**src/rtl/p2p_fwd_pkg.sv**
```systemverilog
package p2p_fwd_pkg;

  // Strobes from control to datapath
  typedef struct packed {
    logic featWr;      // accepted write to the feature register
    logic reqCapture;  // register a decision this cycle
  } ctrlStrobes_t;

  typedef enum logic [1:0] {
    DEC_NOCLAIM  = 2'd0,
    DEC_HT       = 2'd1,
    DEC_INTERNAL = 2'd2
  } decision_e;

endpackage

```
**src/rtl/p2p_fwd_ctrl.sv**
```systemverilog
module p2p_fwd_ctrl
  import p2p_fwd_pkg::*;
#(
  parameter int OFF_W = 8,
  parameter logic [OFF_W-1:0] FEAT_OFFSET = 8'h40
) (
  input  logic             cfgWrEn,
  input  logic             cfgWrFromSys,
  input  logic [OFF_W-1:0] cfgWrOffset,
  input  logic             deviceMode,
  input  logic             reqValid,
  output ctrlStrobes_t     strobes
);

  logic offsetMatch;
  logic sourceAllowed;

  always_comb begin
    offsetMatch   = (cfgWrOffset == FEAT_OFFSET);
    // in device mode only the PCI host may program the register
    sourceAllowed = !(cfgWrFromSys && deviceMode);
    strobes.featWr     = cfgWrEn && offsetMatch && sourceAllowed;
    strobes.reqCapture = reqValid;
  end

endmodule

```
**src/rtl/p2p_fwd_datapath.sv**
```systemverilog
module p2p_fwd_datapath
  import p2p_fwd_pkg::*;
#(
  parameter int ADDR_W     = 32,
  parameter int DATA_W     = 8,
  parameter int WIN_EN_BIT = 0,
  parameter int P2P_EN_BIT = 1
) (
  input  logic              clk,
  input  logic              rstN,
  input  ctrlStrobes_t      strobes,
  input  logic [DATA_W-1:0] cfgWrData,
  input  logic              deviceMode,
  input  logic [ADDR_W-1:0] winBase,
  input  logic [ADDR_W-1:0] winLimit,
  input  logic              reqIsIo,
  input  logic [ADDR_W-1:0] reqAddr,
  input  logic              bar0Hit,
  input  logic              mapEnable,
  input  logic              mapSendHt,
  output logic              decValid,
  output logic              fwdHt,
  output logic              fwdInternal,
  output logic              noClaim,
  output logic              featWinEn,
  output logic              featP2pEn
);

  logic [ADDR_W-1:0] baseQ;
  logic [ADDR_W-1:0] limitQ;
  logic              winHit;
  decision_e         decNext;

  // feature register: only the two enable bits are stored
  always_ff @(posedge clk or negedge rstN) begin
    if (!rstN) begin
      featWinEn <= 1'b0;
      featP2pEn <= 1'b0;
    end else if (strobes.featWr) begin
      featWinEn <= cfgWrData[WIN_EN_BIT];
      featP2pEn <= cfgWrData[P2P_EN_BIT];
    end
  end

  // window bounds held in registers
  always_ff @(posedge clk or negedge rstN) begin
    if (!rstN) begin
      baseQ  <= '0;
      limitQ <= '0;
    end else begin
      baseQ  <= winBase;
      limitQ <= winLimit;
    end
  end

  always_comb begin
    winHit = (reqAddr >= baseQ) && (reqAddr <= limitQ);
  end

  always_comb begin
    decNext = DEC_NOCLAIM;
    if (reqIsIo) begin
      decNext = DEC_NOCLAIM;
    end else if (bar0Hit) begin
      if (!mapSendHt)
        decNext = DEC_INTERNAL;
      else if (mapEnable && featP2pEn)
        decNext = DEC_HT;
      else
        decNext = DEC_NOCLAIM;
    end else if (!deviceMode && winHit && featWinEn) begin
      decNext = DEC_HT;
    end
  end

  always_ff @(posedge clk or negedge rstN) begin
    if (!rstN) begin
      decValid    <= 1'b0;
      fwdHt       <= 1'b0;
      fwdInternal <= 1'b0;
      noClaim     <= 1'b0;
    end else begin
      decValid    <= strobes.reqCapture;
      fwdHt       <= strobes.reqCapture && (decNext == DEC_HT);
      fwdInternal <= strobes.reqCapture && (decNext == DEC_INTERNAL);
      noClaim     <= strobes.reqCapture && (decNext == DEC_NOCLAIM);
    end
  end

endmodule

```
**src/rtl/p2p_fwd_decoder.sv**
```systemverilog
module p2p_fwd_decoder
  import p2p_fwd_pkg::*;
#(
  parameter int ADDR_W = 32,
  parameter int OFF_W  = 8,
  parameter int DATA_W = 8,
  parameter logic [OFF_W-1:0] FEAT_OFFSET = 8'h40
) (
  input  logic              clk,
  input  logic              rstN,
  input  logic              deviceMode,
  input  logic              cfgWrEn,
  input  logic              cfgWrFromSys,
  input  logic [OFF_W-1:0]  cfgWrOffset,
  input  logic [DATA_W-1:0] cfgWrData,
  input  logic [ADDR_W-1:0] winBase,
  input  logic [ADDR_W-1:0] winLimit,
  input  logic              reqValid,
  input  logic              reqIsIo,
  input  logic [ADDR_W-1:0] reqAddr,
  input  logic              bar0Hit,
  input  logic              mapEnable,
  input  logic              mapSendHt,
  output logic              decValid,
  output logic              fwdHt,
  output logic              fwdInternal,
  output logic              noClaim
);

  ctrlStrobes_t strobes;
  logic         featWinEn;
  logic         featP2pEn;

  p2p_fwd_ctrl #(
    .OFF_W(OFF_W), .FEAT_OFFSET(FEAT_OFFSET)
  ) uCtrl (
    .cfgWrEn(cfgWrEn), .cfgWrFromSys(cfgWrFromSys), .cfgWrOffset(cfgWrOffset),
    .deviceMode(deviceMode), .reqValid(reqValid), .strobes(strobes)
  );

  p2p_fwd_datapath #(
    .ADDR_W(ADDR_W), .DATA_W(DATA_W), .WIN_EN_BIT(0), .P2P_EN_BIT(1)
  ) uDp (
    .clk(clk), .rstN(rstN), .strobes(strobes), .cfgWrData(cfgWrData),
    .deviceMode(deviceMode), .winBase(winBase), .winLimit(winLimit),
    .reqIsIo(reqIsIo), .reqAddr(reqAddr), .bar0Hit(bar0Hit),
    .mapEnable(mapEnable), .mapSendHt(mapSendHt),
    .decValid(decValid), .fwdHt(fwdHt), .fwdInternal(fwdInternal),
    .noClaim(noClaim), .featWinEn(featWinEn), .featP2pEn(featP2pEn)
  );

endmodule

```
**config.mk**
```make
export PLATFORM = sky130hd
export DESIGN_NAME = p2p_fwd_decoder
export DESIGN_NICKNAME = d
export VERILOG_FILES = /design/src/rtl/p2p_fwd_pkg.sv /design/src/rtl/p2p_fwd_ctrl.sv /design/src/rtl/p2p_fwd_datapath.sv /design/src/rtl/p2p_fwd_decoder.sv
export SDC_FILE = /design/constraint.sdc
export NUM_CORES = 1
export LEC_CHECK = 0
export ABC_AREA = 1
export CORE_ASPECT_RATIO = 0.7
export CORE_MARGIN = 2
export CORE_UTILIZATION = 40
export CTS_CLUSTER_DIAMETER = 120
export DETAILED_ROUTE_END_ITERATION = 6
export DONT_BUFFER_PORTS = 1
export HOLD_SLACK_MARGIN = 0.15
export PLACE_DENSITY_LB_ADDON = 0.25
export SLEW_MARGIN = 20
export SYNTH_ARGS = -nofsm -noshare
export SYNTH_HDL_FRONTEND = slang
export SYNTH_SLANG_ARGS = --single-unit
```
**constraint.sdc**
```tcl
create_clock -name clk -period 2.9 [get_ports clk]
set_clock_uncertainty 0.1 [all_clocks]
set_input_delay 0.145 -clock clk [delete_from_list [all_inputs] [get_ports clk]]
set_output_delay 0.145 -clock clk [all_outputs]
set_load 0.01 [all_outputs]
```
==> results of run 1 <==
## worst min-delay path by stage
stage	to	slack, ps	cells past startpoint
after detailed placement	uDp.limitQ[10]	-250	0
after floorplan	uDp.baseQ[0]	-250	0
after global placement	uDp.baseQ[10]	-250	0
after global routing	uDp.limitQ[29]	250	1
final	uDp.limitQ[10]	270	1
after CTS	uDp.baseQ[11]	250	1
## state kept, by name (all words and copies together) (netlist names)
signal / cells
uDp.baseQ: 32
uDp.decValid: 1
uDp.featP2pEn: 1
uDp.featWinEn: 1
uDp.fwdHt: 1
uDp.fwdInternal: 1
uDp.limitQ: 32
uDp.noClaim: 1
## where the power goes
group | total [mW] | internal [mW] | switching (mW)
combinational | 0.333 | 0.167 | 0.166
clock | 1.36 | 0.949 | 0.410
sequential | 1.04 | 1.03 | 0.0145
## layout make-up
type,instances,area (um^2)
Fill cell,755,3670
Sequential cell,70,1750
Multi-Input combinational cell,214,1530
Timing Repair Buffer,79,808
Inverter,80,300
Clock buffer,10,239
Tap cell,120,150
Clock inverter,6,133
## cell usage in the layout (no fill, tap or decap), drive strengths merged
| cell | instances |
|---|---|
| o21a | 3 |
| ha | 64 |
| dfrtp | 70 |
| clkinvlp | 1 |
| nor2 | 21 |
| inv | 80 |
| nand3 | 3 |
| buf | 1 |
| bufinv | 4 |
| clkbuf | 10 |
| dlygate4sd3 | 78 |
| mux2 | 2 |
| o21ai | 7 |
| o21bai | 2 |
| nand4 | 9 |
| nand2 | 67 |
| nor3 | 5 |
| clkinv | 1 |
| a21oi | 31 |
## stage by stage
step           setup slack, ps  instances  area [um^2]
2_1_floorplan             1360        364         3590
3_3_place_gp              1110        484         3740
3_5_place_dp              1090        484         3740
4_1_cts                    299        579         4920
5_1_grt                    113        579         4920
6_report                   226        579         4920
## layer usage
| metal | vias up | global-route usage, % |
|---|---|---|
| li1 | 1336 | - |
| met1 | 1223 | 21.5 |
| met2 | 72 | 29.6 |
| met3 | 11 | 6.79 |
| met4 | 0 | 5.13 |
| met5 | - | 0 |
## cell families after synthesis
group	after synthesis	share of synthesized area (%)
buffers and inverters	80	8.37
and+or+nand+nor	105	13.4
AOI/OAI and AO/OA	43	6.45
DFF	70	48.8
muxes	2	0.628
adders and majority gates	64	22.3
==> results.yml, run 1 <==
cells_and_area:
  areaGrowthSynthToFinish_pct: 37.1
  num-nets-final: 640
  diodes: 0
  layout-drive-gt1-share_pct: 7.41
  final_util_pct: 57.3
critical_path:
  cpLargestDelayFamily: "buffers and inverters"
  worstSetupEndpoint: "uDp.fwdHt"
  r2r_cells: 11
  crit_slowest_cell: "dlygate4sd3_1"
  crit_required_ps: 3070
  slowest_delay_ps: 580
  crit_start: "reqIsIo"
  rrSetupSlack_ps: 520
  crit_buf_inv: 4
  cp.depth: 9
  cpMostUsedCell: "dlygate4sd3_1"
  cp.arrival_ps: 2840
  cp-end-kind: "flip-flop"
  crit_path_start_kind: "input port"
  timing.rr.start: "uDp.limitQ[31]"
  r2r_end: "uDp.fwdHt"
  worstPathMaxFanout: 2
  path_cells: "dlygate4sd3_1 -> nor2_1 -> dlygate4sd3_1 -> nand3_1 -> dlygate4sd3_1 -> a21oi_2 -> nand2_1 -> a21oi_1 -> dlygate4sd3_1"
  critPathKind: "input port to flip-flop"
sta:
  setup_viol: 0
  tightestPinTransition_ps: 352
  post-route-period-util_pct: 92.2
  relSlewSlack_pct: 76.5
  hold_viol: 0
  max_clock_freq_mhz: 374
  hold_ws_ps: 270
  fin_setup_tns_ps: 0
  rsz0062_at_grt: "no"
  finalCriticalPeriod_ps: 2670
  slew_violations: 0
routing:
  drt_pass1_iterations: 4
  wl_per_cell_um: 13.9
  drc: 0
  routed_wl_mm: 8.03
  wl_met1_mm: 3.56
  dr_wl_met3_um: 551
  antenna_left: 0
  wl_met2_mm: 3.83
  vias: 2642
  drt_iter0_markers: 67
  top_layer_used: "met4"
  viasPerCell: 4.56
power_and_ir_drop:
  p_per_area_nw_per_um2: 556
  finalPower_mw: 2.73
  leakage_nw: 2.56
  vdd_ir_drop_max_mv: 0.342
placement:
  dp_hpwl_mm: 5.73
  gp_congestion: 0.803
  io_buffer_count: 0
cts:
  cts_setup_buffers: 0
  clkSinkCount: 70
  clock_latency_ps: 330
  htree_levels: 3
  clockRootBuffer: "clkbuf_16"
  clock_path_buffers: 2
  postCtsHoldBufs: 79
  clk_pin_slew_ps: 60
  cts_tree: "done"
  numCtsBuffers: 9
  cts_resized: 0
global_routing:
  grt_pass1_vias: 2883
  grtUsageTotal_pct: 17.8
  grt_max_degree: 71
  grt_pass1_wl_mm: 13.2
  grt_antenna_before_repair: 0
  grt_overflow: 0
floorplan:
  die_w_um: 117
  rows: 28
  dieArea_um2: 9750
  io_pins: 126
  initial_core_util_pct: 41.8
  chipHeight_um: 83.2
  core_area_um2: 8580
logic_synthesis:
  synth_edf_count: 0
  synth_top_area_cell: "dfrtp_1"
  yosysWarnings: 0
  syn_nets: 550
  synth_area_leaders: "dfrtp_1 (49%), ha_1 (22%), inv_1 (8.2%)"
  ys.flop_type: "dfrtp_1"
  synth_commonest_cells: "inv_1 (78), dfrtp_1 (70), ha_1 (64), nand2_1 (63), a21oi_1 (30)"
  async_reset_ff_share_pct: 100
  synth_top_cell_area_share_pct: 48.8
  synth.most_common_cell: "inv_1"
  yosysUniqueCellTypes: 21
  seq_area_frac_synth_pct: 48.8
  ys_ff_latch: 70
  syn_area_um2: 3590
  synthCells: 364
  syn_area_per_cell_um2: 9.85
flow_run:
  cap_violations: 0
status:
  status: "finished clean"
hold_path:
  min_from: "winLimit[10]"
  hp-class: "input port to flip-flop"
No activity file was read; power rests on OpenSTA's default activity.
==> run 2: changes to the inputs <==
==> constraint.sdc (replaced) <==
create_clock -name clk -period 2.1 [get_ports clk]
set_clock_uncertainty 0.1 [all_clocks]
set_input_delay 0.315 -clock clk [delete_from_list [all_inputs] [get_ports clk]]
set_output_delay 0.315 -clock clk [all_outputs]
set_load 0.01 [all_outputs]
==> results.yml, run 2 (synthesis gave the netlist of run 1 again) <==
critical_path:
  cp.arrival_ps: 1910
  critPathKind: "flip-flop to flip-flop"
  r2r_cells: 11
  cp-end-kind: "flip-flop"
  crit_required_ps: 2220
  worstPathMaxFanout: 2
  crit_path_start_kind: "flip-flop"
routing:
  drc: 0
  drt_iter0_markers: 84
  routed_wl_mm: 7.68
  vias: 2609
  antenna_left: 0
  viasPerCell: 4.56
  wl_per_cell_um: 13.4
  drt_pass1_iterations: 4
status:
  status: "finished clean"
power_and_ir_drop:
  p_int_mw: 2.55
  p_per_area_nw_per_um2: 701
  pwr-share-clk_pct: 43.5
  power.share.switching_pct: 23.8
  p_sw_uw: 796
  seqPwrFrac_pct: 42.9
  vdd_ir_drop_max_mv: 0.486
  leakage_nw: 2.49
  finalPower_mw: 3.35
  power_frac_comb_pct: 13.5
sta:
  hold_viol: 0
  relSlewSlack_pct: 77.1
  max_clock_freq_mhz: 560
  hold_ws_ps: 179
  fin_setup_tns_ps: 0
  rsz0062_at_grt: "no"
  post-route-period-util_pct: 85.1
  slew_violations: 0
  setup_ws_ps: 313
  tightestPinTransition_ps: 344
  setup_viol: 0
  finalCriticalPeriod_ps: 1790
global_routing:
  grt_pass1_vias: 2789
  grt_antenna_before_repair: 0
  grt_overflow: 0
  grt_max_degree: 71
  grt_pass1_wl_mm: 12.7
  grtUsageTotal_pct: 17.0
flow_run:
  cap_violations: 0
cells_and_area:
  final_area_um2: 4770
  most-common-layout-cells: "inv_1 (78), dlygate4sd3_1 (72), dfrtp_1 (70)"
  areaGrowthSynthToFinish_pct: 33.1
  top_regs: "uDp.baseQ x32, uDp.limitQ x32"
  fin_cells: 572
  diodes: 0
  num-nets-final: 634
  layout-drive-gt1-share_pct: 7.30
  final_util_pct: 55.6
  mostFrequentLayoutCell: "inv_1"
cts:
  cts_resized: 0
  clock_latency_ps: 320
  numCtsBuffers: 9
  clock_path_buffers: 2
  clockRootBuffer: "clkbuf_16"
  cts_tree: "done"
  clk_pin_slew_ps: 50
  clkSinkCount: 70
  htree_levels: 3
floorplan:
  io_pins: 126
  dieArea_um2: 9750
  rows: 28
  core_area_um2: 8580
  chipHeight_um: 83.2
  die_w_um: 117
  initial_core_util_pct: 41.8
hold_path:
  hp-class: "input port to flip-flop"
  worstHoldPathCells: 4
placement:
  placed_area_um2: 3740
  place_ws_ps: 294
  dp_hpwl_mm: 5.82
  io_buffer_count: 0
  placed_cells: 484
  gp_congestion: 0.799
## run 2: cell count changes in the layout (fill, tap and decap cells not counted), sizes merged
cell,before,now
clkinv,1,3
dlygate4sd3,78,72
clkinvlp,1,2
clkbuf,10,9
bufinv,4,1
## run 2: layer usage
| metal | global-route usage [%] | up-vias | wire length (um) | part of all wire (%) |
|---|---|---|---|---|
| met3 | 7.01 | 11 | 559 | 7.3 |
| met1 | 21.0 | 1199 | 3360 | 44 |
| met2 | 27.3 | 73 | 3660 | 48 |
| li1 | - | 1326 | - | - |
| met5 | 0 | - | 0 | 0 |
| met4 | 4.71 | 0 | 92 | 1.2 |
## run 2: area by class of cell
class,count,area [um^2]
Fill cell,791,3810
Sequential cell,70,1750
Multi-Input combinational cell,214,1530
Timing Repair Buffer,73,748
Inverter,80,300
Clock buffer,9,225
Tap cell,120,150
Clock inverter,6,63.8
## run 2: repair_timing
item | 4_1_cts | 5_1_grt
hold buffers | 73 | 0
buffers inserted | 0 | 0
endpoints found under the hold margin | 140 | 0
## run 2: power by group through the flow
stage | registers (mW) | logic [mW] | clock network, mW
5_1_grt | 1.44 | 0.528 | 1.58
3_5_place_dp | 1.46 | 0.315 | 0
6_report | 1.44 | 0.452 | 1.46
3_3_place_gp | 1.46 | 0.301 | 0
2_1_floorplan | 1.45 | 0.248 | 0
4_1_cts | 1.44 | 0.459 | 1.52
## run 2: final timing paths
kind	slack, ps	to	from
max in group asynchronous	1190	uDp.baseQ[7]	rstN
worst min register to register	450	uDp.featP2pEn	uDp.featP2pEn
worst max-delay path	310	uDp.noClaim	uDp.limitQ[31]
min in group asynchronous	420	uDp.baseQ[11]	rstN
worst min-delay path	180	uDp.noClaim	reqIsIo
worst max register to register	310	uDp.noClaim	uDp.limitQ[31]
## run 2: critical path: stages, from the launching register on
cell and delay [ps]:
dfrtp_1 330, inv_1 40, ha_1 290, nand2_2 80, nor2_4 120, nand4_2 130, nor3_2 180, nand4_1 100
nand2_1 110, nand2_1 90, nand2_1 80, nor2_2 30
